===== src/rtl/icg_pkg.sv =====
package icg_pkg;
  typedef enum logic [2:0] {
    ST_RUN         = 3'd0,
    ST_REQ_DOWN    = 3'd1,
    ST_SWITCH_DOWN = 3'd2,
    ST_IDLE        = 3'd3,
    ST_REQ_UP      = 3'd4,
    ST_SWITCH_UP   = 3'd5
  } fstate_e;

  function automatic logic is_req_state(fstate_e s);
    return (s == ST_REQ_DOWN) || (s == ST_REQ_UP);
  endfunction

  function automatic logic is_switch_state(fstate_e s);
    return (s == ST_SWITCH_DOWN) || (s == ST_SWITCH_UP);
  endfunction

  function automatic logic is_slow_state(fstate_e s);
    return (s == ST_SWITCH_DOWN) || (s == ST_IDLE) || (s == ST_REQ_UP);
  endfunction
endpackage


===== src/rtl/icg_quiet_timer.sv =====
// Counts consecutive quiet cycles while enabled; flags the last one.
module icg_quiet_timer #(
  parameter int CNT_W = 16
) (
  input  logic             clk,
  input  logic             rst,
  input  logic             en_i,
  input  logic             busy_i,
  input  logic [CNT_W-1:0] limit_i,
  output logic             hit_o
);
  logic [CNT_W-1:0] cnt_q;
  logic [CNT_W:0]   cnt_inc;

  assign cnt_inc = {1'b0, cnt_q} + 1'b1;
  // A limit of zero behaves as one because cnt_inc is never below 1.
  assign hit_o   = en_i & ~busy_i & (cnt_inc >= {1'b0, limit_i});

  always_ff @(posedge clk) begin
    if (rst || !en_i || busy_i || hit_o) begin
      cnt_q <= '0;
    end else begin
      cnt_q <= cnt_inc[CNT_W-1:0];
    end
  end
endmodule


===== src/rtl/icg_ack_gather.sv =====
// Combines per-IP acknowledges and times out a pending request.
module icg_ack_gather #(
  parameter int NUM_IP  = 3,
  parameter int TIMEOUT = 64
) (
  input  logic              clk,
  input  logic              rst,
  input  logic              arm_i,
  input  logic [NUM_IP-1:0] ack_i,
  output logic              all_o,
  output logic              expire_o
);
  localparam int TW = $clog2(TIMEOUT + 1);
  localparam logic [TW-1:0] LAST = TW'(TIMEOUT - 1);

  logic [TW-1:0]     tmo_q;
  logic [NUM_IP-1:0] ack_seen;

  // Per-IP qualification: an acknowledge only counts while a request is armed.
  for (genvar i = 0; i < NUM_IP; i++) begin : g_ack
    assign ack_seen[i] = arm_i & ack_i[i];
  end

  assign all_o    = &ack_seen;
  assign expire_o = arm_i & ~all_o & (tmo_q == LAST);

  always_ff @(posedge clk) begin
    if (rst || !arm_i) begin
      tmo_q <= '0;
    end else if (tmo_q != LAST) begin
      tmo_q <= tmo_q + 1'b1;
    end
  end
endmodule


===== src/rtl/icg_freq_fsm.sv =====
// Sequencing of the clock switch and registered drive of all outputs.
module icg_freq_fsm
  import icg_pkg::*;
#(
  parameter int NUM_IP   = 3,
  parameter int DIV_W    = 4,
  parameter int FAST_DIV = 1,
  parameter int SLOW_DIV = 8,
  parameter int SETTLE   = 12
) (
  input  logic              clk,
  input  logic              rst,
  input  logic              wake_i,
  input  logic              idle_hit_i,
  input  logic              all_ack_i,
  input  logic              expire_i,
  output fstate_e           state_o,
  output logic [NUM_IP-1:0] req_o,
  output logic [DIV_W-1:0]  div_o,
  output logic              volt_o
);
  localparam int SW = $clog2(SETTLE + 1);
  localparam logic [SW-1:0] SETTLE_LAST = SW'(SETTLE - 1);
  localparam logic [DIV_W-1:0] DIV_FAST = DIV_W'(FAST_DIV);
  localparam logic [DIV_W-1:0] DIV_SLOW = DIV_W'(SLOW_DIV);

  fstate_e       st_q, nxt;
  logic [SW-1:0] settle_q;
  logic          settle_done;
  logic          req_on;

  assign settle_done = is_switch_state(st_q) && (settle_q == SETTLE_LAST);

  always_comb begin
    nxt = st_q;
    case (st_q)
      ST_RUN:         if (idle_hit_i) nxt = ST_REQ_DOWN;
      ST_REQ_DOWN: begin
        if (wake_i)         nxt = ST_RUN;
        else if (all_ack_i) nxt = ST_SWITCH_DOWN;
        else if (expire_i)  nxt = ST_RUN;
      end
      ST_SWITCH_DOWN: if (settle_done) nxt = ST_IDLE;
      ST_IDLE:        if (wake_i) nxt = ST_REQ_UP;
      ST_REQ_UP: begin
        if (all_ack_i)     nxt = ST_SWITCH_UP;
        else if (expire_i) nxt = ST_IDLE;
      end
      ST_SWITCH_UP:   if (settle_done) nxt = ST_RUN;
      default:        nxt = ST_RUN;
    endcase
  end

  always_ff @(posedge clk) begin
    if (rst) begin
      st_q     <= ST_RUN;
      settle_q <= '0;
    end else begin
      st_q     <= nxt;
      settle_q <= is_switch_state(st_q) ? settle_q + 1'b1 : '0;
    end
  end

  assign req_on = is_req_state(nxt) || is_switch_state(nxt);

  always_ff @(posedge clk) begin
    if (rst) begin
      div_o  <= DIV_FAST;
      volt_o <= 1'b1;
    end else begin
      div_o  <= is_slow_state(nxt) ? DIV_SLOW : DIV_FAST;
      volt_o <= (nxt != ST_IDLE);
    end
  end

  for (genvar i = 0; i < NUM_IP; i++) begin : g_req
    always_ff @(posedge clk) begin
      if (rst) req_o[i] <= 1'b0;
      else     req_o[i] <= req_on;
    end
  end

  assign state_o = st_q;
endmodule


===== src/rtl/idle_clock_governor.sv =====
module idle_clock_governor
  import icg_pkg::*;
#(
  parameter int NUM_ACT  = 4,
  parameter int NUM_IP   = 3,
  parameter int CNT_W    = 16,
  parameter int DIV_W    = 4,
  parameter int FAST_DIV = 1,
  parameter int SLOW_DIV = 8,
  parameter int TIMEOUT  = 64,
  parameter int SETTLE   = 12
) (
  input  logic               clk,
  input  logic               rst,
  input  logic [NUM_ACT-1:0] activity_i,
  input  logic [CNT_W-1:0]   quiet_limit_i,
  input  logic [NUM_IP-1:0]  ip_ack_i,
  output logic [NUM_IP-1:0]  ip_req_o,
  output logic [DIV_W-1:0]   clk_div_o,
  output logic               volt_en_o
);
  fstate_e st;
  logic    wake, idle_hit, all_ack, expire;

  assign wake = |activity_i;

  icg_quiet_timer #(.CNT_W(CNT_W)) u_quiet (
    .clk     (clk),
    .rst     (rst),
    .en_i    (st == ST_RUN),
    .busy_i  (wake),
    .limit_i (quiet_limit_i),
    .hit_o   (idle_hit)
  );

  icg_ack_gather #(.NUM_IP(NUM_IP), .TIMEOUT(TIMEOUT)) u_ack (
    .clk      (clk),
    .rst      (rst),
    .arm_i    (is_req_state(st)),
    .ack_i    (ip_ack_i),
    .all_o    (all_ack),
    .expire_o (expire)
  );

  icg_freq_fsm #(
    .NUM_IP(NUM_IP), .DIV_W(DIV_W), .FAST_DIV(FAST_DIV),
    .SLOW_DIV(SLOW_DIV), .SETTLE(SETTLE)
  ) u_fsm (
    .clk        (clk),
    .rst        (rst),
    .wake_i     (wake),
    .idle_hit_i (idle_hit),
    .all_ack_i  (all_ack),
    .expire_i   (expire),
    .state_o    (st),
    .req_o      (ip_req_o),
    .div_o      (clk_div_o),
    .volt_o     (volt_en_o)
  );
endmodule


===== config.mk =====
export PLATFORM = sky130hd
export DESIGN_NAME = idle_clock_governor
export DESIGN_NICKNAME = d
export VERILOG_FILES = /design/src/rtl/icg_pkg.sv /design/src/rtl/icg_quiet_timer.sv /design/src/rtl/icg_ack_gather.sv /design/src/rtl/icg_freq_fsm.sv /design/src/rtl/idle_clock_governor.sv
export SDC_FILE = /design/constraint.sdc
export NUM_CORES = 1
export LEC_CHECK = 0
export BUFFER_PORTS_ARGS = -buffer_cell sky130_fd_sc_hd__buf_2
export CORE_ASPECT_RATIO = 1.2
export CORE_MARGIN = 2
export CORE_UTILIZATION = 55
export CTS_CLUSTER_SIZE = 10
export DETAILED_ROUTE_END_ITERATION = 8
export GPL_ROUTABILITY_DRIVEN = 0
export PLACE_DENSITY = 0.77
export SLEW_MARGIN = 25
export SYNTH_ARGS = -nofsm -noshare
export SYNTH_HDL_FRONTEND = slang
export SYNTH_SLANG_ARGS = --single-unit

===== constraint.sdc =====
create_clock -name clk -period 3.5 [get_ports clk]
set_input_delay 0.525 -clock clk [delete_from_list [all_inputs] [get_ports clk]]
set_output_delay 0.525 -clock clk [all_outputs]
set_load 0.1 [all_outputs]

; ---- After elaboration in Yosys (flattened, before gate mapping)
; Index checks and enable logic that the tools add are counted.
[op_classes]
bitwise_logic = 10
multipliers = 0
addsub = 3
magnitude_cmp = 1
reduce_logical = 18
n_shift = 0
muxes = 11
div = 0
n_eq_ne = 14
[op_table]
columns = operator, n
row1 = 3-bit 2-to-1 mux, 9
row2 = 3-bit one-hot mux with 6 select lines, 1
row3 = 16-bit by 1-bit adder with 17-bit output (second input constant), 1
row4 = 17-bit by 16-bit >= comparator with 1-bit output, 1
row5 = 3-bit by 2-bit == test with 1-bit output (second input constant), 4
row6 = 3-bit == test (second input constant), 4
row7 = 1-bit logical OR, 11
row8 = 7-bit by 1-bit adder with 7-bit output (second input constant), 1
row9 = 1-bit bitwise AND, 7
row10 = 7-bit by 6-bit == test with 1-bit output (second input constant), 1
row11 = 7-bit by 6-bit != test with 1-bit output (second input constant), 1
row12 = 3-bit by 1-bit == test with 1-bit output (second input constant), 2
row13 = 4-bit by 1-bit adder with 4-bit output (second input constant), 1
row14 = 4-bit == test (second input constant), 1
row15 = 4-bit 2-to-1 mux, 1
row16 = 4-bit OR reduction, 1
row17 = 3-bit logical NOT, 1
row18 = 3-bit by 2-bit != test with 1-bit output (second input constant), 1
row19 = 1-bit NOT, 3
row20 = 3-bit AND reduction, 1
row21 = 1-bit logical NOT, 2
row22 = 2-bit OR reduction, 1
row23 = 1-bit logical AND, 1
[totals]
latch_bits = 0
inputBits = 25
romBits = 0
ramBits = 0
n_memories = 0
out_inout_bits = 8
register_bits = 36

; ---- Depth between registers and ports, before layout
[logic_depth]
depth_word = 15
mapped_depth = 14

; ---- Cells and area by module
; From an unflattened synthesis, not the netlist that was laid out.
[unflattened]
cells_unflattened = 231
area_unflattened_um2 = 2013.2
[modules_own_cells]
columns = module, cells_per_inst, area_per_inst_um2, n_inst
row1 = icg_quiet_timer, 132, 1098.6, 1
row2 = icg_freq_fsm, 57, 541.8, 1
row3 = icg_ack_gather, 38, 347.8, 1
row4 = idle_clock_governor, 4, 25.0, 1

; ---- Worst setup path after synthesis
; No wires, ideal clock.
[synth_path]
path_type = register -> register
startpoint = reg u_quiet.cnt_q[0]
endpoint = reg u_quiet.cnt_q[11]
arrival_ns = 3.118
n_path_buf = 2
path_slack_ns = 0.321
path_stages_with_launch = 15
synth_period_minus_slack_ns = 3.179
path_cell_list = dfxtp_1 ha_1 nand3_1 or3_1 clkbuf_1 nor3_1 xor2_1 ha_1 nand3_1 nor4_1 a211oi_1 o311ai_2 or4_4 buf_6 nor2b_2
[synth_between]
elab_chain_len = 4
[synth_rtl]
columns = item, line_no
row1 = from (decl), icg_quiet_timer.sv:12  ; logic [CNT_W-1:0] cnt_q;
row2 = from (signal assigned), icg_quiet_timer.sv:23  ; cnt_q <= cnt_inc[CNT_W-1:0];
row3 = 16-bit by 1-bit adder with 17-bit output, icg_quiet_timer.sv:15  ; assign cnt_inc = {1'b0, cnt_q} + 1'b1;
row4 = via u_quiet.cnt_inc[14], icg_quiet_timer.sv:13  ; logic [CNT_W:0] cnt_inc;
row5 = 17-bit by 16-bit >= comparator with 1-bit output, icg_quiet_timer.sv:17  ; assign hit_o = en_i & ~busy_i & (cnt_inc >= {1'b0, limit_i});
row6 = 1-bit bitwise AND, icg_quiet_timer.sv:17
row7 = 1-bit logical OR, icg_quiet_timer.sv:20  ; if (rst || !en_i || busy_i || hit_o) begin
; The timed path passes the listed nets, and every way through them passes these cells.
; A chain may end at the register's enable or synchronous reset.

; ---- Worst setup path after layout
[layout_path]
startpoint = reg u_quiet.cnt_q[0]
endpoint = reg u_quiet.cnt_q[15]
; The elaborated chain is that of the path after synthesis.

==> out/qor.txt <==
Worst reg2reg startpoint -> u_quiet.cnt_q[0]
Min-delay worst type -> reg2reg
Post-synth top cells -> 34 x dfxtp_1, 31 x nor2_1, 21 x inv_1
Vias in the first global route -> 1635
Finish-stage setup viols -> 0
DRC Markers -> 0
Slew Limit Fails -> 0
Yosys warns -> 0
CTS clk-pin slew, worst paths -> 0.07 ns
Crit path required time -> 3.72 ns
P per Cell Area -> 335 nW/um^2
Area share of the largest cell type after synthesis -> 33.8%
P_leak -> 1.03 nW
Final WL -> 3.78 mm
Sequential fraction of the synthesis area -> 33.8%
Synth area leader -> dfxtp_1
Distinct cell type count after synthesis -> 41
Remaining antenna violation count -> 0
Port Buffers -> 30
Status -> complete, no violations
First-pass GRT wire length -> 6.42 mm
Remaining global-route overflow -> 0
Fin util -> 64.3%
Hpwl dp -> 2.96 mm
Clock Latency Late Sink -> 0.28 ns
Synth area leaders -> dfxtp_1 34%, ha_1 12%, nor2_1 5.8%
Max VDD drop -> 0.320 mV
Ant diodes -> 0
Fmax -> 298 MHz
Num Clock Sinks -> 34
Post-synthesis cell area -> 2020 um^2
Critical path type -> reg2reg
Max-cap viol count -> 0
Site row count -> 24
Initial core utilization -> 56.4%
Post-synthesis cell count -> 241
Post-synth EDFFs -> 0
Share of cells above drive strength 1 -> 21.0%
Final Cycle Share -> 95.9%
Syn Area/Cell -> 8.36 um^2
CP peak stage delay -> 0.61 ns
Die width -> 59.3 um
Vias -> 1637
CP Launch Point -> u_quiet.cnt_q[0]
Via-per-instance ratio -> 5.26
Setup WS pre-CTS -> 0.0858 ns
CTS Root Cell -> clkbuf_8
Worst-path fanout max -> 8
CTS tree -> yes
H-tree Lvls -> 2
Area delta synth->final -> 14.0%
Endpoints failing hold -> 0
Crit-path cells -> ha_1 -> nand3_1 -> or3_4 -> nor3_2 -> xor2_1 -> ha_1 -> nand3_1 -> nor4_1 -> a211oi_1 -> o311ai_2 -> or4_4 -> nor2b_2
Largest net degree at the start of global routing -> 17
Pre-antenna DRT Iters -> 4
Fraction of registers with async set/reset -> 0%
Post-synthesis register bit count -> 34
Worst setup EP type -> register
DR WL/cell -> 12.2 um
Die Y -> 70.3 um
Clock Skew -> 0.00438 ns
Tot Pwr -> 0.771 mW
# hold bufs at CTS -> 0
Total GRT Usage -> 19.8%
Primary FF master, synth -> dfxtp_1
CORE AREA -> 3570 um^2
Count leader, synth -> dfxtp_1
Critical path's slowest cell -> or4_4
Setup WS post-layout -> 0.144 ns
Num CTS Buffers -> 5
Critical Path Start Type -> register
Clk buf depth -> 2
Arr. time, crit path -> 3.58 ns
HP Start -> u_ack.tmo_q[6]
DRT iter0 DRCs -> 62
Die area -> 4170 um^2
Nets -> 315
Initial antenna violation count -> 0
Crit path time final -> 3.36 ns
# IOs -> 33
per-stage QoR:
stage	instances	TNS [ns]	hold WS (ns)	cell area, um^2
2_1_floorplan	242	0	0.414	2020
4_1_cts	309	0	0.449	2270
5_1_grt	311	-0.108	0.470	2300
3_3_place_gp	301	0	0.428	2160
6_report	311	0	0.445	2300
3_5_place_dp	301	0	0.439	2160
final timing paths:
| kind | cells after the start | slack [ns] | to |
|---|---|---|---|
| setup / recovery | 12 | 0.14 | u_quiet.cnt_q[15] |
| hold / removal | 2 | 0.44 | u_ack.tmo_q[6] |
| setup reg to reg | 12 | 0.14 | u_quiet.cnt_q[15] |
| hold reg to reg | 2 | 0.44 | u_ack.tmo_q[6] |
flip-flops by register name, indices dropped and copies added, names as in the netlist:
signal and count:
u_fsm.state_o 3, u_ack.tmo_q 7, u_fsm.settle_q 4, u_fsm.volt_o 1
u_fsm.req_o 1, u_quiet.cnt_q 16, u_fsm.div_o 2
cell families (layout without fill, tap and decap cells):
| family | count (synthesis) | after routing | share of synthesized area (%) |
|---|---|---|---|
| DFF | 34 | 34 | 33.8 |
| and+or+nand+nor | 106 | 107 | 27.7 |
| AOI/OAI and AO/OA | 28 | 28 | 9.93 |
| xor gates and xnor gates | 20 | 20 | 8.69 |
| muxes | 2 | 2 | 0.993 |
| other | 1 | 2 | 0.186 |
| buffers and inverters | 31 | 60 | 6.89 |
| adders and majority gates | 19 | 19 | 11.8 |
routing by layer:
layer	GRT usage, %	wire, um
met3	5.00	174
met2	35.7	2000
met5	0	0
met4	7.07	60
met1	21.3	1550
timing repair:
item,4_1_cts,5_1_grt
hold endpoints to repair,0,0
buffers inserted,0,1
gates resized for setup,0,4
setup endpoints to repair,0,21
cell usage in the layout, fill, tap and decap left out, types with 2 or more instances in the layout:
master     n
dfxtp_1   33
nor2_1    31
buf_2     30
inv_1     21
ha_1      19
nand2_1   16
nand3_1   13
xnor2_1   11
nor2b_1   10
xor2_1     9
nor2b_2    8
clkbuf_8   8
a21oi_1    7
nand2b_1   5
nand4_1    4
nor3_1     4
a31oi_1    4
and3_1     3
o21ai_0    3
or4_4      3
or3_1      2
a211oi_1   2
nor4_1     2
mux2i_1    2
a21o_1     2
conb_1     2
layout make-up:
class	instances	area, um^2
clock buffer	8	110
fill	318	1270
inverter	21	78.8
multi-input combinational	178	1220
sequential	34	682
tap	39	48.8
timing repair buffer	31	158
worst max-delay path: cells and delay by family (launching register included):
kind | cells | cell delay [ns]
simple gates | 7 | 1.74
fa+ha+maj | 2 | 0.47
compound gates | 2 | 0.50
xor+xnor | 1 | 0.23
flops | 1 | 0.36
where the power goes:
| part | switching, mW | leakage (nW) | internal [mW] |
|---|---|---|---|
| Sequential | 0.000254 | 0.274 | 0.387 |
| Combinational | 0.0279 | 0.703 | 0.0186 |
| Clock | 0.138 | 0.0575 | 0.199 |
(Power assumes the default switching activity.)
